===== src/rtl/sdcg_pkg.sv =====
package sdcg_pkg;
   typedef enum logic {
      SDCG_FAST = 1'b0,
      SDCG_SLOW = 1'b1
   } sdcg_mode_e;
endpackage


===== src/rtl/sdcg_phase_gen.sv =====
// Fast clock phase engine: high for hi+1 cycles, low for lo+1 cycles.
// Exposes next-edge decisions so the output stage can update on the same edge.
module sdcg_phase_gen #(
   parameter int PH_W = 4
) (
   input  logic            clk,
   input  logic            rst_n,
   input  logic            run,
   input  logic [PH_W-1:0] hi_len,
   input  logic [PH_W-1:0] lo_len,
   output logic            fclk,
   output logic            busy,
   output logic            rise_nxt,
   output logic            fall_nxt
);
   logic [PH_W-1:0] cnt_q, hi_a, lo_a;
   logic            lo_done, stop_nxt;

   if (PH_W < 1) begin : g_bad_ph_w
      $error("sdcg_phase_gen: PH_W must be at least 1");
   end

   assign lo_done  = busy && !fclk && (cnt_q == lo_a);
   assign rise_nxt = run && (!busy || lo_done);
   assign fall_nxt = busy && fclk && (cnt_q == hi_a);
   assign stop_nxt = lo_done && !run;

   always_ff @(posedge clk or negedge rst_n) begin
      if (!rst_n) begin
         fclk  <= 1'b0;
         busy  <= 1'b0;
         cnt_q <= '0;
         hi_a  <= '0;
         lo_a  <= '0;
      end else if (rise_nxt) begin
         fclk  <= 1'b1;
         busy  <= 1'b1;
         cnt_q <= '0;
         hi_a  <= hi_len;
         lo_a  <= lo_len;
      end else if (fall_nxt) begin
         fclk  <= 1'b0;
         cnt_q <= '0;
      end else if (stop_nxt) begin
         busy  <= 1'b0;
         cnt_q <= '0;
      end else if (busy) begin
         cnt_q <= cnt_q + 1'b1;
      end
   end

   // the phase counter never passes the latched length of its phase
   p_hi_bound_r3: assert property (@(posedge clk) disable iff (!rst_n)
      (busy && fclk) |-> (cnt_q <= hi_a));
   p_lo_bound_r3: assert property (@(posedge clk) disable iff (!rst_n)
      (busy && !fclk) |-> (cnt_q <= lo_a));
   // latched lengths move only when a new high phase starts
   p_len_hold_r5: assert property (@(posedge clk) disable iff (!rst_n)
      !$past(rise_nxt) |-> ($stable(hi_a) && $stable(lo_a)));
   // an idle engine sits low
   p_idle_low_r8: assert property (@(posedge clk) disable iff (!rst_n)
      !busy |-> !fclk);
endmodule


===== src/rtl/sdcg_out_stage.sv =====
// Output stage: follows the fast clock in normal mode, divides it in slow
// mode. Mode and slow count are captured only when the output rises.
module sdcg_out_stage
   import sdcg_pkg::*;
#(
   parameter int DIV_W = 8
) (
   input  logic             clk,
   input  logic             rst_n,
   input  logic             gen_busy,
   input  logic             f_rise,
   input  logic             f_fall,
   input  sdcg_mode_e       mode_req,
   input  logic [DIV_W-1:0] div_req,
   output logic             sd_clk,
   output logic             rise_stb,
   output logic             fall_stb
);
   localparam int HALF_W = DIV_W - 1;
   localparam logic [HALF_W-1:0] HALF_ONE = HALF_W'(1);

   if (DIV_W < 3) begin : g_bad_div_w
      $error("sdcg_out_stage: DIV_W must be at least 3");
   end

   logic [HALF_W-1:0] half_raw, half_req, half_a, scnt_q;
   sdcg_mode_e        mode_a;
   logic              start, go_up, go_dn, slow_hit;

   assign half_raw = div_req[DIV_W-1:1];
   assign half_req = (half_raw == '0) ? HALF_ONE : half_raw;
   assign start    = f_rise && !gen_busy;
   assign slow_hit = (scnt_q == half_a - HALF_ONE);

   always_comb begin
      go_up = 1'b0;
      go_dn = 1'b0;
      if (f_rise) begin
         if (start || mode_a == SDCG_FAST) begin
            go_up = 1'b1;
         end else if (slow_hit) begin
            go_up = !sd_clk;
            go_dn = sd_clk;
         end
      end
      if (f_fall && mode_a == SDCG_FAST) begin
         go_dn = 1'b1;
      end
   end

   always_ff @(posedge clk or negedge rst_n) begin
      if (!rst_n) begin
         sd_clk   <= 1'b0;
         rise_stb <= 1'b0;
         fall_stb <= 1'b0;
         mode_a   <= SDCG_FAST;
         half_a   <= HALF_ONE;
         scnt_q   <= '0;
      end else begin
         rise_stb <= go_up;
         fall_stb <= go_dn;
         if (go_up) begin
            sd_clk <= 1'b1;
            mode_a <= mode_req;
            half_a <= half_req;
            scnt_q <= '0;
         end else if (go_dn) begin
            sd_clk <= 1'b0;
            scnt_q <= '0;
         end else if (!gen_busy) begin
            scnt_q <= '0;
         end else if (f_rise && mode_a == SDCG_SLOW) begin
            scnt_q <= scnt_q + 1'b1;
         end
      end
   end

   // strobes mark real edges and never coincide
   p_rise_edge_r4: assert property (@(posedge clk) disable iff (!rst_n)
      rise_stb |-> (sd_clk && !$past(sd_clk)));
   p_fall_edge_r4: assert property (@(posedge clk) disable iff (!rst_n)
      fall_stb |-> (!sd_clk && $past(sd_clk)));
   p_strobe_excl_r4: assert property (@(posedge clk) disable iff (!rst_n)
      !(rise_stb && fall_stb));
   // mode is only re-captured at an output rising edge
   p_mode_hold_r7: assert property (@(posedge clk) disable iff (!rst_n)
      !rise_stb |-> ($stable(mode_a) && $stable(half_a)));
   // slow counter stays inside its half period
   p_slow_bound_r6: assert property (@(posedge clk) disable iff (!rst_n)
      (mode_a == SDCG_SLOW) |-> (scnt_q < half_a));
endmodule


===== src/rtl/sdclk_duty_gen.sv =====
module sdclk_duty_gen
   import sdcg_pkg::*;
#(
   parameter int PH_W    = 4,
   parameter int DIV_W   = 8,
   parameter bit SLOW_EN = 1'b1
) (
   input  logic             clk,
   input  logic             rst_n,
   input  logic             en,
   input  logic             slow_sel,
   input  logic [PH_W-1:0]  hi_len,
   input  logic [PH_W-1:0]  lo_len,
   input  logic [DIV_W-1:0] slow_div,
   output logic             sd_clk,
   output logic             rise_stb,
   output logic             fall_stb
);
   logic       fclk, gen_busy, f_rise, f_fall, run;
   sdcg_mode_e mode_req;

   // keep the engine alive while the output is high: no truncated high phase
   assign run = en || sd_clk;

   if (SLOW_EN) begin : g_slow
      assign mode_req = slow_sel ? SDCG_SLOW : SDCG_FAST;
   end else begin : g_fast_only
      assign mode_req = SDCG_FAST;
   end

   sdcg_phase_gen #(.PH_W(PH_W)) u_phase (
      .clk      (clk),
      .rst_n    (rst_n),
      .run      (run),
      .hi_len   (hi_len),
      .lo_len   (lo_len),
      .fclk     (fclk),
      .busy     (gen_busy),
      .rise_nxt (f_rise),
      .fall_nxt (f_fall)
   );

   sdcg_out_stage #(.DIV_W(DIV_W)) u_out (
      .clk      (clk),
      .rst_n    (rst_n),
      .gen_busy (gen_busy),
      .f_rise   (f_rise),
      .f_fall   (f_fall),
      .mode_req (mode_req),
      .div_req  (slow_div),
      .sd_clk   (sd_clk),
      .rise_stb (rise_stb),
      .fall_stb (fall_stb)
   );

   // idle generator with enable starts a high phase on the next edge
   p_start_r2: assert property (@(posedge clk) disable iff (!rst_n)
      (!gen_busy && en) |=> (sd_clk && rise_stb));
   // no rising edge unless enable was present
   p_rise_needs_en_r8: assert property (@(posedge clk) disable iff (!rst_n)
      rise_stb |-> $past(en));
   // idle generator means a low output
   p_idle_out_low_r8: assert property (@(posedge clk) disable iff (!rst_n)
      !gen_busy |-> !sd_clk);
   // in normal mode the output tracks the fast engine
   p_fast_track_r3: assert property (@(posedge clk) disable iff (!rst_n)
      (fclk && !sd_clk) |-> (u_out.mode_a == SDCG_SLOW));
endmodule


===== config.mk =====
export PLATFORM = sky130hd
export DESIGN_NAME = sdclk_duty_gen
export DESIGN_NICKNAME = d
export VERILOG_FILES = /design/src/rtl/sdcg_pkg.sv /design/src/rtl/sdcg_phase_gen.sv /design/src/rtl/sdcg_out_stage.sv /design/src/rtl/sdclk_duty_gen.sv
export SDC_FILE = /design/constraint.sdc
export NUM_CORES = 1
export LEC_CHECK = 0
export ABC_CLOCK_PERIOD_IN_PS = 4300
export BUFFER_PORTS_ARGS = -buffer_cell sky130_fd_sc_hd__buf_4
export CAP_MARGIN = 0
export CORE_MARGIN = 2
export CORE_UTILIZATION = 55
export DETAILED_ROUTE_END_ITERATION = 12
export GPL_TIMING_DRIVEN = 0
export PLACE_DENSITY = 0.76
export SYNTH_ARGS = -nofsm -noshare
export SYNTH_HDL_FRONTEND = slang
export SYNTH_SLANG_ARGS = --single-unit

===== constraint.sdc =====
create_clock -name clk -period 4.3 [get_ports clk]
set_input_delay 0.86 -clock clk [delete_from_list [all_inputs] [get_ports clk]]
set_output_delay 0.86 -clock clk [all_outputs]
set_load 0.05 [all_outputs]

Word-level counts from Yosys, hierarchy flattened
Index checks and enable logic that the tools add are counted.
- register bits after elaboration: 32
- output and inout port bits: 3
- logic and storage cells: 66
- equal/unequal tests: 5
- bitwise gates (word level): 1
- reductions and logical operators: 22
- add/subtract/negate cells: 3
- mux-type cells: 24
- operators with widths (cell ; count):
    two-way mux 7 bit ; 5
    two-way mux 4 bit ; 4
    two-way mux 1 bit ; 15
    logical AND 1 bit ; 9
    == test 4 bit ; 2
    adder 7 x 1 -> 7 bit (second input constant) ; 1
    == test 7 bit ; 1
    zero test 7 bit ; 1
    subtractor 7 x 1 -> 7 bit (second input constant) ; 1
    nonzero test 2 bit ; 3
    adder 4 x 1 -> 4 bit (second input constant) ; 1
    zero test 1 bit ; 4
    != test 4 x 1 -> 1 bit (second input constant) ; 1
    nonzero test 4 bit ; 1
    logical OR 1 bit ; 3
    != test 2 x 1 -> 1 bit (second input constant) ; 1
    AND reduction 2 bit ; 1
    inverter 1 bit ; 1

Logic depth before layout (Yosys ltp)
- depth after elaboration: 12
- gate-level depth with buffers: 8
- mapped depth without buffers: 8

By module
From an unflattened synthesis, not the netlist that was laid out.
- cells, all modules: 160
- area total of the unflattened synthesis: 1725.4 um^2
- by module, submodules not included (module ; times used ; area each (um^2) ; cells each):
    sdcg_out_stage ; 1 ; 1037.2 ; 101
    sdcg_phase_gen ; 1 ; 681.9 ; 58
    sdclk_duty_gen ; 1 ; 6.3 ; 1

Least setup slack after synthesis
No wires, ideal clock.
- kind: input -> register
- from: in en
- to: reg u_out.scnt_q[0]
- stages on the path: 7
- arrival time: 2.273 ns
- setup slack: 1.955 ns
- cell sequence: nor2_1 or3_1 o22a_1 clkbuf_1 nand2b_1 a221o_1 nor2_1
- word-level cells in the longest chain between the ends: 9
- elaborated cells between the ends (all ways): 13
- ends and longest elaborated chain (element ; RTL line ; source):
    start: declaration ; sdclk_duty_gen.sv:10 ; input logic en,
    logical OR 1 bit (*) ; sdclk_duty_gen.sv:23 ; assign run = en || sd_clk;
    logical AND 1 bit (*) ; sdcg_phase_gen.sv:24 ; assign rise_nxt = run && (!busy || lo_done);
    logical AND 1 bit ; sdcg_out_stage.sv:32 ; assign start = f_rise && !gen_busy;
    logical OR 1 bit ; sdcg_out_stage.sv:39 ; if (start || mode_a == SDCG_FAST) begin
    two-way mux 1 bit ; sdcg_out_stage.sv:39 ;
    two-way mux 1 bit ; sdcg_out_stage.sv:38 ; if (f_rise) begin
    two-way mux 1 bit ; sdcg_out_stage.sv:46 ; if (f_fall && mode_a == SDCG_FAST) begin
    two-way mux 7 bit ; sdcg_out_stage.sv:67 ; end else if (go_dn) begin
    two-way mux 7 bit ; sdcg_out_stage.sv:62 ; if (go_up) begin
    end signal: assignment ; sdcg_out_stage.sv:73 ; scnt_q <= scnt_q + 1'b1;
    end: declaration ; sdcg_out_stage.sv:26 ; logic [HALF_W-1:0] half_raw, half_req, half_a, scnt_q;
Mark *: on every way between the ends. The rest lies on a longest branch, timed or not.
A chain may end at the register's enable or synchronous reset.

Worst setup path after layout
- from: reg u_out.half_a[0]
- to: reg u_out.half_a[6]
- word-level cells in the longest chain between the ends: 5
- ends and longest elaborated chain (element ; RTL line ; source):
    start: declaration ; sdcg_out_stage.sv:26 ;
    start signal: assignment ; sdcg_out_stage.sv:65 ; half_a <= half_req;
    subtractor 7 x 1 -> 7 bit ; sdcg_out_stage.sv:33 ; assign slow_hit = (scnt_q == half_a - HALF_ONE);
    == test 7 bit ; sdcg_out_stage.sv:33 ;
    two-way mux 1 bit ; sdcg_out_stage.sv:41 ; end else if (slow_hit) begin
    two-way mux 1 bit ; sdcg_out_stage.sv:39 ;
    two-way mux 1 bit ; sdcg_out_stage.sv:38 ;
No other way between the ends.

==> flow_metrics.tcl <==
set metrics [dict create \
    synth_nets 212 \
    multiInputGateArea_sq_um 967 \
    num-fill-cells 255 \
    chipWidth_microns 61.3 \
    layout-drive-gt1-share_pct 19.7 \
    synthAdderAreaFrac_pct 2.08 \
    drt_iter0_markers 45 \
    dominantRegCellSynth "dfrtp_1" \
    pre_cts_ws_ns 1.51 \
    crit_chain "inv_1 > ha_1 > or2b_1 > a21oi_1 > o22ai_1 > a2111oi_4 > o21ai_4 > mux2_2" \
    synth_mux_area_share_pct 4.85 \
    numPortBuffers 21 \
    hold_path_class "input pin to async pin" \
    start_util_pct 58.6 \
    fin_util_pct 68.0 \
    place.gp.congestion 0.844 \
    wl_per_cell_microns 14.0 \
    maxSlewViolCount 0 \
    clockBufferDepth 2 \
    period_needed_ns 2.56 \
    clk_latency_ns 0.34 \
    swShare_pct 37.3 \
    cts_buffers 5 \
    grt_pass1_wl_mm 6.42 \
    arrival_ns 2.77 \
    seq_power_share_pct 44.0 \
    ctsResizeCount 0 \
    vias 1445 \
    async_flop_share_pct 100 \
    clock-sinks 32 \
    max_slew_margin_pct 40.3 \
    fin_cells 262 \
    hold_violations 0 \
    power.share.clock_pct 21.1 \
    crit_fanout 9 \
    area_growth_pct 16.0 \
    synth_cells 189 \
    antenna_found_initial 0 \
    critPathCapture "u_out.half_a[6]" \
    period_share_pct 59.4 \
    cp-start-kind "flip-flop" \
    regArea_sq_um 802 \
    crit_type "flip-flop to flip-flop" \
    antenna_cells 0 \
    drt-total-wl_mm 3.66 \
    avgViaCountPerCell 5.52 \
    postLayoutSetupSlackWorst_ns 1.74 \
    track_usage_pct 23.5 \
    postPlaceCellArea_sq_mm 0.00202 \
    synth_top_family_by_area "simple AND/OR/NAND/NOR gates" \
    status "finished clean" \
    synth-compound-area-share_pct 11.0 \
    yosys.cell_types.count 39 \
    reg2reg_depth 8 \
    fp.dieArea_sq_mm 0.00375 \
    yosys.area_share.simple_pct 24.5 \
    grt_busiest_layer "met2" \
    pwr-share-comb_pct 34.9 \
    setup_viol 0 \
    crit_path_start "u_out.half_a[0]" \
    finalPower_mw 1.08 \
    cts.clk_slew.worst_paths_ns 0.11 \
    hold_buffers 0 \
    htree_levels 2 \
    clockRootBuffer "clkbuf_4" \
    avgSynthCellArea_sq_um 9.55 \
    die_h_microns 61.3 \
    cts_setup_buffers 0 \
    grt_pass1_vias 1451 \
    powerDensity_mw_per_mm2 517 \
    tightest_slew_ns 0.888 \
    met3_usage_pct 5.88 \
    slowest_delay_ns 0.57 \
    yosys_register_bits 32 \
    r2r_end "u_out.half_a[6]" \
    yosysWarnings 0 \
    stdcell_area_sq_mm 0.00209 \
    leakage_nw 0.978 \
    use_met1_pct 31.7 \
    dp_cells 254 \
    seq_area_frac_synth_pct 44.5 \
    r2r_slack_ns 1.74 \
    vdd_drop_max_mv 0.325 \
    drc 0 \
    cpMaxStageDelayCell "dfstp_2" \
    skew_ns 0.0153 \
    core_sq_mm 0.00308 \
    ant_nets 0 \
    timing.fmax_mhz 391 \
    overflow 0 \
    regToRegStartpoint "u_out.half_a[0]" \
    core.rowCount 20 \
    synth_xor_area_share_pct 11.2 \
    io_pins 23 \
    firstDrtPassIters 4 \
    p_int_uw 679 \
    hpwl_mm 2.77 \
    use_met2_pct 38.8 \
    grt_max_degree 33 \
    syn_area_sq_mm 0.00180 \
    switchingPower_uw 403 \
    max-cap-violations 0 \
    hold_ws_ns 0.438 \
    finalSetupTns_ns 0 \
    cp-end-kind "flip-flop" \
    cp.required_ns 4.51 \
    rsz0062_at_grt "false" \
    cts_tree "built" \
    synth_edf_count 0 \
    nNetsFinal 240 \
]
-- kinds of logic (layout without fill, tap and decap cells) --
| logic type | Yosys count | in the layout |
|---|---|---|
| and+or+nand+nor | 90 | 90 |
| DFF | 32 | 32 |
| AOI/OAI and AO/OA | 24 | 24 |
| xor gates and xnor gates | 23 | 23 |
| buffers and inverters | 9 | 38 |
| muxes | 8 | 8 |
| adders and majority gates | 3 | 3 |
-- state kept, by name, summed over array words and instances, names as in the netlist --
register / cells
u_out.half_a: 7
u_out.scnt_q: 7
u_phase.cnt_q: 4
u_phase.hi_a: 4
u_phase.lo_a: 4
u_out.fall_stb: 1
u_out.mode_a: 1
u_out.rise_stb: 1
u_out.sd_clk: 1
u_phase.busy: 1
u_phase.fclk: 1
-- worst max-delay path, delay by kind of cell, from the launching register on --
kind / cells / cell delay [ns]
and+or+nand+nor: 1 / 0.25
DFF: 1 / 0.57
muxes: 1 / 0.31
buffers and inverters: 1 / 0.06
AOI/OAI and AO/OA: 4 / 0.94
adders and majority gates: 1 / 0.30
-- power groups by stage --
stage	combinational (mW)	clock [mW]	sequential, mW
floorplan	0.291	0	0.467
global placement	0.360	0	0.477
detailed placement	0.380	0	0.482
CTS	0.382	0.228	0.476
global route	0.439	0.241	0.487
finish	0.377	0.228	0.477
-- layout make-up --
class / instances / area share (%)
multi-input cells: 148 / 46.2
flip-flops and latches: 32 / 38.3
repair buffers: 21 / 7.53
well taps: 44 / 2.63
clock buffers: 6 / 1.97
clock inverters: 2 / 1.67
inverters: 6 / 1.08
plain buffers: 3 / 0.598
-- metal layers --
metal,wire (microns),vias to the layer above
met5,0,-
met4,34,0
met3,200,4
met2,1760,35
met1,1660,700
li1,-,706
-- cells in the mapped netlist, types with 2 or more instances --
master    number  area (sq um)
xnor2_1       11          96.3
xor2_1        12           105
nand3_1        4          20.0
ha_1           3          37.5
nor3_1         7          35.0
clkbuf_1       2          7.51
nand3b_1       2          15.0
mux2i_1        2          20.0
nor4_1         2          12.5
or3_1          2          12.5
nand2_1       39           146
nand2b_1       4          25.0
a21oi_1        6          30.0
dfrtp_1       31           776
o21ai_0        7          35.0
o221ai_1       2          17.5
and4bb_2       2          25.0
nor2_1        19          71.3
mux2_2         6          67.6
inv_1          6          22.5
nand4_1        2          12.5
-- placed cells by master (no fill, tap or decap), drive strengths merged, types with 8 or more instances in the layout --
cell type / instances
dfrtp: 31
xnor2: 11
buf: 21
xor2: 12
o21ai: 8
nor3: 8
nor2: 19
nand2: 39
clkbuf: 9
-- how the worst min path moves through the flow --
stage	from	to	slack [ns]	cells past startpoint
floorplan	u_phase.hi_a[0]	u_phase.hi_a[0]	0.47	2
global placement	u_phase.hi_a[3]	u_phase.hi_a[3]	0.48	2
detailed placement	u_phase.hi_a[3]	u_phase.hi_a[3]	0.48	2
CTS	rst_n	u_phase.cnt_q[2]	0.45	1
global route	rst_n	u_phase.cnt_q[1]	0.46	1
finish	rst_n	u_phase.cnt_q[1]	0.44	1
Power figures use the tool's default switching activity.
